<file path="config.mk">
export PLATFORM = sky130hd
export DESIGN_NAME = vtg_core
export DESIGN_NICKNAME = d
export VERILOG_FILES = /design/src/rtl/vtg_pkg.sv /design/src/rtl/vtg_regs.sv /design/src/rtl/vtg_counter.sv /design/src/rtl/vtg_decode.sv /design/src/rtl/vtg_core.sv
export SDC_FILE = /design/constraint.sdc
export NUM_CORES = 1
export LEC_CHECK = 0
export BUFFER_PORTS_ARGS = -buffer_cell sky130_fd_sc_hd__buf_2
export CORE_ASPECT_RATIO = 0.75
export CORE_MARGIN = 4
export CORE_UTILIZATION = 45
export DETAILED_ROUTE_END_ITERATION = 7
export SETUP_SLACK_MARGIN = 0.4
export SLEW_MARGIN = 30
export SYNTH_ARGS = -nofsm -noshare
export SYNTH_HDL_FRONTEND = slang
export SYNTH_HIERARCHICAL = 1
export SYNTH_SLANG_ARGS = --single-unit
</file>
<file path="constraint.sdc">
create_clock -name clk -period 9.35 [get_ports clk]
set_input_delay 1.87 -clock clk [delete_from_list [all_inputs] [get_ports clk]]
set_output_delay 1.87 -clock clk [all_outputs]
set_load 0.1 [all_outputs]
</file>
<file path="src/rtl/vtg_pkg.sv">
package vtg_pkg;
    localparam int POS_W  = 13;
    localparam int POL_W  = 5;
    localparam int ADDR_W = 4;
    localparam int DATA_W = 32;
    localparam int HI_LSB = 16;

    // strobe / polarity bit indices
    localparam int SIG_VB = 0;
    localparam int SIG_HB = 1;
    localparam int SIG_VS = 2;
    localparam int SIG_HS = 3;
    localparam int SIG_AV = 4;

    localparam int CTL_UPD = 1;
    localparam int CTL_EN  = 2;
    localparam int ST_VB   = 12;
    localparam int ST_AV   = 13;

    localparam logic [ADDR_W-1:0] A_CTRL  = 4'd0;
    localparam logic [ADDR_W-1:0] A_STAT  = 4'd1;
    localparam logic [ADDR_W-1:0] A_ASIZE = 4'd2;
    localparam logic [ADDR_W-1:0] A_POL   = 4'd3;
    localparam logic [ADDR_W-1:0] A_TOTW  = 4'd4;
    localparam logic [ADDR_W-1:0] A_TOTH  = 4'd5;
    localparam logic [ADDR_W-1:0] A_HSYN  = 4'd6;
    localparam logic [ADDR_W-1:0] A_VSYN  = 4'd7;
    localparam logic [ADDR_W-1:0] A_VSOFF = 4'd8;
    localparam logic [ADDR_W-1:0] A_VBOFF = 4'd9;

    typedef logic [POS_W-1:0] pos_t;

    typedef struct packed {
        pos_t             act_w;
        pos_t             act_h;
        pos_t             tot_w;
        pos_t             tot_h;
        pos_t             hs_beg;
        pos_t             hs_fin;
        pos_t             vs_beg;
        pos_t             vs_fin;
        pos_t             vs_hbeg;
        pos_t             vs_hfin;
        pos_t             vb_hbeg;
        pos_t             vb_hfin;
        logic [POL_W-1:0] pol;
    } tcfg_t;

    typedef struct packed {
        tcfg_t stg;
        tcfg_t wrk;
        logic  en;
        logic  upd;
    } rstate_t;

    typedef struct packed {
        pos_t pix;
        pos_t line;
    } cstate_t;

    typedef struct packed {
        logic [POL_W-1:0] asrt;
        logic [POL_W-1:0] lvl;
    } dstate_t;
endpackage

</file>
<file path="src/rtl/vtg_regs.sv">
module vtg_regs
    import vtg_pkg::*;
(
    input  logic              clk,
    input  logic              rst_n,
    input  logic              bus_wr,
    input  logic [ADDR_W-1:0] bus_addr,
    input  logic [DATA_W-1:0] bus_wdata,
    input  logic              frame_end,
    input  logic              st_vblank,
    input  logic              st_active,
    output tcfg_t             work,
    output logic              gen_en,
    output logic              upd_arm,
    output logic [DATA_W-1:0] bus_rdata
);
    rstate_t q, d;
    pos_t    lo, hi;
    logic    unused_wbits;

    assign lo = bus_wdata[POS_W-1:0];
    assign hi = bus_wdata[HI_LSB +: POS_W];
    assign unused_wbits = ^{bus_wdata[DATA_W-1:HI_LSB+POS_W], bus_wdata[HI_LSB-1:POS_W]};

    always_comb begin
        d = q;
        if (q.upd && frame_end) d.wrk = q.stg;
        if (bus_wr) begin
            case (bus_addr)
                A_CTRL:  begin d.en = bus_wdata[CTL_EN]; d.upd = bus_wdata[CTL_UPD]; end
                A_ASIZE: begin d.stg.act_w = lo; d.stg.act_h = hi; end
                A_POL:   d.stg.pol = bus_wdata[POL_W-1:0];
                A_TOTW:  d.stg.tot_w = lo;
                A_TOTH:  d.stg.tot_h = lo;
                A_HSYN:  begin d.stg.hs_beg = lo; d.stg.hs_fin = hi; end
                A_VSYN:  begin d.stg.vs_beg = lo; d.stg.vs_fin = hi; end
                A_VSOFF: begin d.stg.vs_hbeg = lo; d.stg.vs_hfin = hi; end
                A_VBOFF: begin d.stg.vb_hbeg = lo; d.stg.vb_hfin = hi; end
                default: ;
            endcase
        end
    end

    always_ff @(posedge clk) begin
        if (!rst_n) begin
            q         <= '0;
            q.stg.pol <= '1;
            q.wrk.pol <= '1;
        end else begin
            q <= d;
        end
    end

    always_comb begin
        bus_rdata = '0;
        case (bus_addr)
            A_CTRL:  begin bus_rdata[CTL_EN] = q.en; bus_rdata[CTL_UPD] = q.upd; end
            A_STAT:  begin bus_rdata[ST_VB] = st_vblank; bus_rdata[ST_AV] = st_active; end
            A_ASIZE: begin bus_rdata[POS_W-1:0] = q.stg.act_w; bus_rdata[HI_LSB +: POS_W] = q.stg.act_h; end
            A_POL:   bus_rdata[POL_W-1:0] = q.stg.pol;
            A_TOTW:  bus_rdata[POS_W-1:0] = q.stg.tot_w;
            A_TOTH:  bus_rdata[POS_W-1:0] = q.stg.tot_h;
            A_HSYN:  begin bus_rdata[POS_W-1:0] = q.stg.hs_beg; bus_rdata[HI_LSB +: POS_W] = q.stg.hs_fin; end
            A_VSYN:  begin bus_rdata[POS_W-1:0] = q.stg.vs_beg; bus_rdata[HI_LSB +: POS_W] = q.stg.vs_fin; end
            A_VSOFF: begin bus_rdata[POS_W-1:0] = q.stg.vs_hbeg; bus_rdata[HI_LSB +: POS_W] = q.stg.vs_hfin; end
            A_VBOFF: begin bus_rdata[POS_W-1:0] = q.stg.vb_hbeg; bus_rdata[HI_LSB +: POS_W] = q.stg.vb_hfin; end
            default: ;
        endcase
    end

    assign work    = q.wrk;
    assign gen_en  = q.en;
    assign upd_arm = q.upd;
endmodule

</file>
<file path="src/rtl/vtg_counter.sv">
module vtg_counter
    import vtg_pkg::*;
(
    input  logic clk,
    input  logic rst_n,
    input  logic en,
    input  pos_t tot_w,
    input  pos_t tot_h,
    output pos_t pix,
    output pos_t line,
    output logic frame_end
);
    localparam int CW = POS_W + 1;

    cstate_t        q, d;
    logic [CW-1:0]  pix_nx, line_nx;
    logic           last_pix, last_line;

    always_comb begin
        pix_nx    = {1'b0, q.pix} + CW'(1);
        line_nx   = {1'b0, q.line} + CW'(1);
        last_pix  = pix_nx >= {1'b0, tot_w};
        last_line = line_nx >= {1'b0, tot_h};
        frame_end = !en || (last_pix && last_line);
        d = q;
        if (!en) begin
            d = '0;
        end else if (last_pix) begin
            d.pix  = '0;
            d.line = last_line ? '0 : line_nx[POS_W-1:0];
        end else begin
            d.pix  = pix_nx[POS_W-1:0];
        end
    end

    always_ff @(posedge clk) begin
        if (!rst_n) q <= '0;
        else        q <= d;
    end

    assign pix  = q.pix;
    assign line = q.line;
endmodule

</file>
<file path="src/rtl/vtg_decode.sv">
module vtg_decode
    import vtg_pkg::*;
(
    input  logic             clk,
    input  logic             rst_n,
    input  logic             en,
    input  pos_t             pix,
    input  pos_t             line,
    input  tcfg_t            cfg,
    output logic [POL_W-1:0] asrt,
    output logic [POL_W-1:0] lvl
);
    dstate_t          q, d;
    logic [POL_W-1:0] raw;
    logic             vs_on, vs_off;

    always_comb begin
        raw         = '0;
        raw[SIG_AV] = (pix < cfg.act_w) && (line < cfg.act_h);
        raw[SIG_HB] = pix >= cfg.act_w;
        raw[SIG_HS] = (pix >= cfg.hs_beg) && (pix < cfg.hs_fin);
        vs_on       = (line > cfg.vs_beg) || ((line == cfg.vs_beg) && (pix >= cfg.vs_hbeg));
        vs_off      = (line < cfg.vs_fin) || ((line == cfg.vs_fin) && (pix < cfg.vs_hfin));
        raw[SIG_VS] = vs_on && vs_off;
        raw[SIG_VB] = (line > cfg.act_h)
                   || ((line == cfg.act_h) && (pix >= cfg.vb_hbeg))
                   || ((line == '0) && (pix < cfg.vb_hfin));
        d.asrt = en ? raw : '0;
        for (int i = 0; i < POL_W; i++) begin
            d.lvl[i] = d.asrt[i] ~^ cfg.pol[i];
        end
    end

    always_ff @(posedge clk) begin
        if (!rst_n) q <= '0;
        else        q <= d;
    end

    assign asrt = q.asrt;
    assign lvl  = q.lvl;
endmodule

</file>
<file path="src/rtl/vtg_core.sv">
module vtg_core
    import vtg_pkg::*;
(
    input  logic              clk,
    input  logic              rst_n,
    input  logic              bus_wr,
    input  logic [ADDR_W-1:0] bus_addr,
    input  logic [DATA_W-1:0] bus_wdata,
    output logic [DATA_W-1:0] bus_rdata,
    output logic              o_hsync,
    output logic              o_vsync,
    output logic              o_hblank,
    output logic              o_vblank,
    output logic              o_active
);
    tcfg_t            work;
    logic             gen_en, upd_arm, frame_end;
    pos_t             pix, line;
    logic [POL_W-1:0] asrt, lvl;

    vtg_regs u_regs (
        .clk(clk), .rst_n(rst_n), .bus_wr(bus_wr), .bus_addr(bus_addr),
        .bus_wdata(bus_wdata), .frame_end(frame_end),
        .st_vblank(asrt[SIG_VB]), .st_active(asrt[SIG_AV]),
        .work(work), .gen_en(gen_en), .upd_arm(upd_arm), .bus_rdata(bus_rdata)
    );

    vtg_counter u_cnt (
        .clk(clk), .rst_n(rst_n), .en(gen_en), .tot_w(work.tot_w),
        .tot_h(work.tot_h), .pix(pix), .line(line), .frame_end(frame_end)
    );

    vtg_decode u_dec (
        .clk(clk), .rst_n(rst_n), .en(gen_en), .pix(pix), .line(line),
        .cfg(work), .asrt(asrt), .lvl(lvl)
    );

    assign o_hsync  = lvl[SIG_HS];
    assign o_vsync  = lvl[SIG_VS];
    assign o_hblank = lvl[SIG_HB];
    assign o_vblank = lvl[SIG_VB];
    assign o_active = lvl[SIG_AV];
endmodule

</file>
# Word-level counts from Yosys, hierarchy flattened
# Cells that the tools add are included.
# totals
ff_bits,360
latchBits,0
ramBits,0
mem_bits_ro,0
out_inout_bits,37
memories,0
# classes
n_addsub,2
multipliers,0
n_div,0
n_lt_le_gt_ge,14
n_eq_ne,12
shifts,0
n_mux,9
bitwise,7
n_reduce_logical,28
# op_table
operator,n
< comparator 13 bit,6
one-hot mux 13 bit (5 select lines),1
>= comparator 13 bit,4
one-hot mux 7 bit (7 select lines),1
equality test 13 bit,3
adder 13 x 1 -> 14 bit (second input constant),2
>= comparator 14 x 13 -> 1 bit,2
> comparator 13 bit,2
AND reduction 2 bit,10
one-hot mux 2 bit (9 select lines),1
equality test 4 x 3 -> 1 bit (second input constant),4
one-hot mux 1 bit (8 select lines),2
one-hot mux 2 bit (8 select lines),1
zero test 13 bit,1
2-to-1 mux 13 bit,1
logical AND 1 bit,9
equality test 4 x 2 -> 1 bit (second input constant),2
equality test 4 bit (second input constant),2
logical OR 1 bit,5
2-to-1 mux 5 bit,1
bitwise XNOR 1 bit,5
equality test 4 x 1 -> 1 bit (second input constant),1
zero test 4 bit,1
OR reduction 3 bit,1
other kinds (3),4

# Logic depth before layout (Yosys ltp)
# Gate-level depths: netlist (run 1).
# depth
depth_word,6
depth_mapped,18
ltp_nobuf,14

# Hierarchy
# Netlist (run 1), hierarchy kept.
# modules_own_cells
module,instances,cells_each,area_per_inst_um2,seq_area_each_um2
vtg_regs,1,1773,14655.3,6486.2
vtg_decode,1,470,3543.4,200.2
vtg_counter,1,242,1970.6,520.5

# Worst setup path after synthesis (run 1)
# OpenSTA, ideal clock, no wires.
# synth_timing
path_type,input to output
startpoint,in bus_addr[2]
endpoint,out bus_rdata[9]
t_arrival_ps,4230
slack_ps,3250
cell_stages,5
cell_sequence,buf_2 buf_4 clkbuf_1 a32oi_1 o221ai_1
# synth_between
elab_chain_cells,2
# synth_lines
item,line,rtl
"start, declared",vtg_core.sv:7,"input logic [ADDR_W-1:0] bus_addr,"
"equality test 4 bit, or another cell as far along",vtg_regs.sv:56,case (bus_addr)
one-hot mux 7 bit (7 select lines) *,vtg_regs.sv:56,
"end, declared",vtg_core.sv:9,"output logic [DATA_W-1:0] bus_rdata,"
# Mark *: on every way between the ends. The rest lies on a longest branch, timed or not.

# Worst setup path after layout (run 1)
# layout_timing
startpoint,in bus_addr[1]
endpoint,out bus_rdata[25]
# layout_between
elab_chain_cells,2
# layout_lines
item,line
"equality test 4 bit, or another cell as far along",vtg_regs.sv:56
one-hot mux 13 bit (5 select lines) *,vtg_regs.sv:56
# Marked as above.

==> impl_results.md, run 1 <==
- CTS max path bufs: 3
- Worst hold stages: 2
- Critical path capture point type: output port
- Rows: 66
- Kind of critical path: input pin to output port
- Final hold violations: 0
- Fillers: around 4.3k
- Num ports: 76
- CTS root buffer: clkbuf_16
- Final WS setup: between 3 and 4 ns
- Max IR drop VDD: roughly 0.11 mV
- Fin cells: 2899
- CTS Hold Bufs: 0
- Clk sinks: 357
- Min-Delay Path Class: flip-flop to flip-flop
- Combinational power share: under 10%
- Die W: about 250 microns
- Place WS: between 2 and 3 ns
- Setup_tns: 0 ns
- CP Max Fanout: 36
- Layout cells sized above 1: under 10%
- Max Clock Skew: 0.02757 ns
- CP required: between 7 and 8 ns
- Vias per inst: about 5.7
- Reg2reg path depth: 14
- YS warnings: 6
- Layout Nets: 2488
- CTS tree: built
- Die height: roughly 190 microns
- Setup Fix Bufs, Post-CTS: 0
- Power density over cell area: around 160 mW/mm^2
- Sw Share: between 20 and 25%
- Die ar.: 0.04812 sq mm
- Leakage: between 7 and 8 nW
- TritonCTS buffer count: 39
- H-tree lvl count: 2
- DRT Pass-1 Iters: 5
- Most frequent cells in the layout: nand2_1, dfxtp_1, a21boi_0, inv_1, ha_1
- Antenna Cells: 0
- Vias: 16.54k
- Total Routing Usage GR: between 20% and 30%
- CTS resizes: 0
- Pint: approximately 0.0024 W
- Power, Total: ~0.0032 W
- Mapped Area: 0.02009 sq mm
- Total wire length: between 60000 and 70000 microns
- Post-route clock period utilization: about two thirds
- Highest clock rate: 158.4 MHz
- ANT nets after route: 0
- Global placer's final weighted congestion: 0.9050
- Max-slew violation count: 0
- Drt wl/cell: ~22 microns
- Total gr overflow: 0
- P_sw: about 0.0008 W
- DR iter-0 viols: 1614
- Max-cap violations: 0
- Synth Instances: around 2.5k
- Power share of the clock group: 46.5%
- Commonest non-fill, non-tap cell in the layout: nand2_1
- HPWL after detailed placement: around 43000 microns
- Setup crit start kind: input pin
- Placed Instances: ~2.8k
- DRC Markers: 0
- Clock-pin slew on the worst setup and hold paths: approximately 0.060 ns
- Clock Latency Late Sink: 0.55 ns
- Final setup viols: 0
- Outcome: finished, final reports clean
- Syn avg cell area: slightly above 8 sq um
- Starting Density: 45.90%
- Initial antenna violation count: 2
- Slew margin rel.: between 30% and 40%
- Global-route wire length before repair: between 90000 and 100000 microns
- Fin crit period: between 6 and 7 ns
- Tightest Pin Transition: just over 1 ns
- Area Growth Syn to Fin: 2.603%
- RSZ-0062 raised after global routing: no
- Worst Path Arrival: about 4.4 ns
- I/O Buffers: 64
- Core footprint: 0.04377 sq mm
- Vias in the first global route: approximately 16k
- Register share of total power: between 40% and 50%
- Largest net degree at the start of global routing: between 100 and 150
-- registers in the layout, summed over array words and instances, names as in the netlist --
| register | cells |
|---|---|
| u_regs/gen_en | 1 |
| u_dec/lvl | 5 |
| u_dec/asrt | 2 |
| u_regs/work | 161 |
| u_cnt/pix | 13 |
| u_regs/q | 161 |
| u_cnt/line | 13 |
| u_regs/upd_arm | 1 |
-- stage by stage --
| stage | hold slack (ns) | instance area (sq um) | utilization (%) |
|---|---|---|---|
| after CTS | 0.4668 | 20580 | 47.03 |
| after floorplan | 0.4418 | 20110 | - |
| final | 0.4636 | 20610 | 47.10 |
| after global routing | 0.4830 | 20610 | 47.10 |
| after detailed placement | 0.4586 | 19380 | 44.29 |
| after global placement | 0.4531 | 19370 | 44.25 |
-- critical path, stage by stage --
cell	delay (ns)
buf_2	0.66
nor2b_1	0.60
and2_1	0.58
a21o_1	0.26
buf_2	0.45
-- power groups by stage --
stage,Combinational (W),Clock (W),Sequential (W)
final,0.000187,0.00150,0.00154
after global routing,0.000195,0.00159,0.00154
after CTS,0.000183,0.00153,0.00154
after detailed placement,0.000183,0,0.00157
after global placement,0.000180,0,0.00157
after floorplan,0.000128,0,0.00157
-- path summary, 6_finish.rpt --
kind	to	start	slack, ns
max	bus_rdata[25]	bus_addr[1]	3.04
min	u_regs/work[30]	u_regs/work[30]	0.46
max reg2reg	u_regs/work[57]	u_cnt/pix[2]	3.43
min reg2reg	u_regs/work[30]	u_regs/work[30]	0.46
-- cell type report --
class | instances | area, sq um | area share (%)
Clock inverter | 11 | 108.9 | 0.5281
Timing Repair Buffer | 77 | 434.2 | 2.106
Clock buffer | 57 | 1094 | 5.305
Multi-Input combinational cell | 1657 | 10500 | 50.93
Sequential cell | 357 | 7147 | 34.67
Tap cell | 578 | 723.2 | 3.508
Inverter | 162 | 608.1 | 2.950
-- layer usage --
metal	GRT usage [%]	vias to the layer above	share of wire (%)
met5	0	-	0.028
met4	7.487	2	2.7
met3	6.923	105	10
met2	37.65	680	41
met1	37.52	7991	46
li1	-	7763	-
No activity file was read; power rests on OpenSTA's default activity.
==> run 2, diff against run 1 <==
Clock period 9.35 ns to 6.15 ns, I/O delays scaled along.
==> impl_results.md, run 2 (same netlist as run 1, synthesis figures left out) <==
- Worst hold stages: 2 (unchanged)
- Highest routed layer: met5
- Clock Latency Late Sink: 0.54 ns (about the same)
- Vias in the first global route: 15.44k (-0.62%)
- Tightest Pin Transition: 1.053 ns (+0.04571 ns)
- Final setup viols: 0 (unchanged)
- Core footprint: 0.04377 sq mm (unchanged)
- Total Routing Usage GR: 25.61% (-0.27 points)
- TritonCTS buffer count: 38 (-2.6%)
- CTS max path bufs: 3 (unchanged)
- CP required: 4.92 ns (-2.56 ns)
- ANT nets after route: 0 (unchanged)
- RSZ-0062 raised after global routing: no
- Global placer's final weighted congestion: 0.8996 (-0.60%)
- H-tree lvl count: 2 (unchanged)
- Starting Density: 45.90% (unchanged)
- Setup_tns: 0 ns (unchanged)
- Rows: 66 (unchanged)
- DR iter-0 viols: 1585 (-1.8%)
- Largest net degree at the start of global routing: 131 (-5.8%)
- Critical path capture point type: output port
- Initial antenna violation count: 6 (+4)
- Post-route clock period utilization: 80.99%
- Layout cells sized above 1: 7.775% (+0.62 points)
- CTS resizes: 0 (unchanged)
- Highest clock rate: roughly 200 MHz
- CTS root buffer: clkbuf_16
- Total wire length: 63280 microns (-1.1%)
- HPWL after detailed placement: 43480 microns (+1.1%)
- I/O Buffers: 64 (unchanged)
- Final WS setup: 1.169 ns (-1.869 ns)
- Leakage: 7.799 nW (+1.2%)
- Power density over cell area: 240.1 mW/mm^2 (+53%)
- CTS Hold Bufs: 0 (unchanged)
- Global-route wire length before repair: 94750 microns (-1.1%)
- Fin area: 0.02079 sq mm (+0.87%)
- Place WS: 1.251 ns (-1.706 ns)
- Die ar.: 0.04812 sq mm (unchanged)
- DRT Pass-1 Iters: 5 (unchanged)
- Reg2Reg Setup Slack: 1.19 ns (-2.24 ns)
- Slew margin rel.: 29.78% (-3.0 points)
- Kind of critical path: input pin to output port
- Die W: 252.0 microns (unchanged)
- Clk sinks: 357 (unchanged)
- Most frequent cells in the layout: nand2_1, dfxtp_1, a21boi_0, inv_1, ha_1
- CTS tree: built
- Metal-1 WL: 29540 microns (+0.77%)
- DR WL met3: 6036 microns (-7.3%)
- Placed Area: 0.01952 sq mm (+0.73%)
- Max IR drop VDD: 0.1418 mV (+24%)
- Reg2reg path depth: 15 (+1)
- Setup crit start kind: input pin
- Vias per inst: 5.702 (about the same)
- Clock-pin slew on the worst setup and hold paths: 0.06 ns (about the same)
- Fin crit period: between 4 and 5 ns
- Min-Delay Path Class: flip-flop to flip-flop
- Num ports: 76 (unchanged)
- Total gr overflow: 0 (unchanged)
- Metal2 WL: 26190 microns (-0.75%)
- Worst Path Arrival: 3.75 ns (-0.69 ns)
- Outcome: finished, final reports clean
- Layout Nets: 2499 (+0.44%)
- Die height: 191.0 microns (unchanged)
- DRC Markers: 0 (unchanged)
- Area Growth Syn to Fin: 3.494%
- Commonest non-fill, non-tap cell in the layout: nand2_1
- CP Max Fanout: 36 (unchanged)
- Max-cap violations: 0 (unchanged)
- Vias: 16.59k (+0.27%)
- Max Clock Skew: 0.01638 ns (-0.01119 ns)
- Fillers: 4318 (-0.069%)
- Setup Fix Bufs, Post-CTS: 0 (unchanged)
- Max-slew violation count: 0 (unchanged)
- Final hold violations: 0 (unchanged)
- Drt wl/cell: 21.75 microns (-1.4%)
## run 2: worst paths after layout
kind                                        from                to
worst max-delay path                 bus_addr[1]     bus_rdata[25]
worst min-delay path            u_regs/work[121]  u_regs/work[121]
worst max register to register      u_cnt/pix[4]   u_regs/work[37]
worst min register to register  u_regs/work[121]  u_regs/work[121]
## run 2: metrics by stage
step | utilization (%) | hold slack, ns | cells | power (W)
2_1_floorplan | - | 0.4418 | 2483 | 0.002584
3_3_place_gp | 44.58 | 0.4550 | 2843 | 0.002670
3_5_place_dp | 44.61 | 0.4589 | 2843 | 0.002673
4_1_cts | 47.47 | 0.4667 | 2906 | 0.005019
5_1_grt | 47.50 | 0.4846 | 2907 | 0.005133
6_report | 47.51 | 0.4645 | 2909 | 0.004993
## run 2: critical path, stage by stage
cell     delay, ns
buf_2         0.65
nor2b_1       0.64
and2_1        0.53
a21o_1        0.23
buf_2         0.44
## run 2: power breakdown
group | switching (W) | internal [W]
logic | 0.000212 | 0.0000754
registers | 0.0000148 | 0.00233
clock network | 0.000968 | 0.00140
## run 2: layout make-up
type                            instances  area, sq um  share of cell area [%]
Timing Repair Buffer                   89        566.8                   2.726
Tap cell                              578        723.2                   3.478
Clock buffer                           50         1077                   5.181
Inverter                              162        608.1                   2.925
Multi-Input combinational cell       1657        10490                   50.45
Sequential cell                       357         7147                   34.37
Antenna cell                            3        7.507                 0.03611
Clock inverter                         13        173.9                  0.8364
## run 2: per-layer routing
| layer | GRT usage [%] | vias up |
|---|---|---|
| met5 | 0 | - |
| met4 | 6.554 | 6 |
| met3 | 4.965 | 102 |
| met2 | 37.39 | 694 |
| met1 | 38.54 | 7985 |
| li1 | - | 7799 |
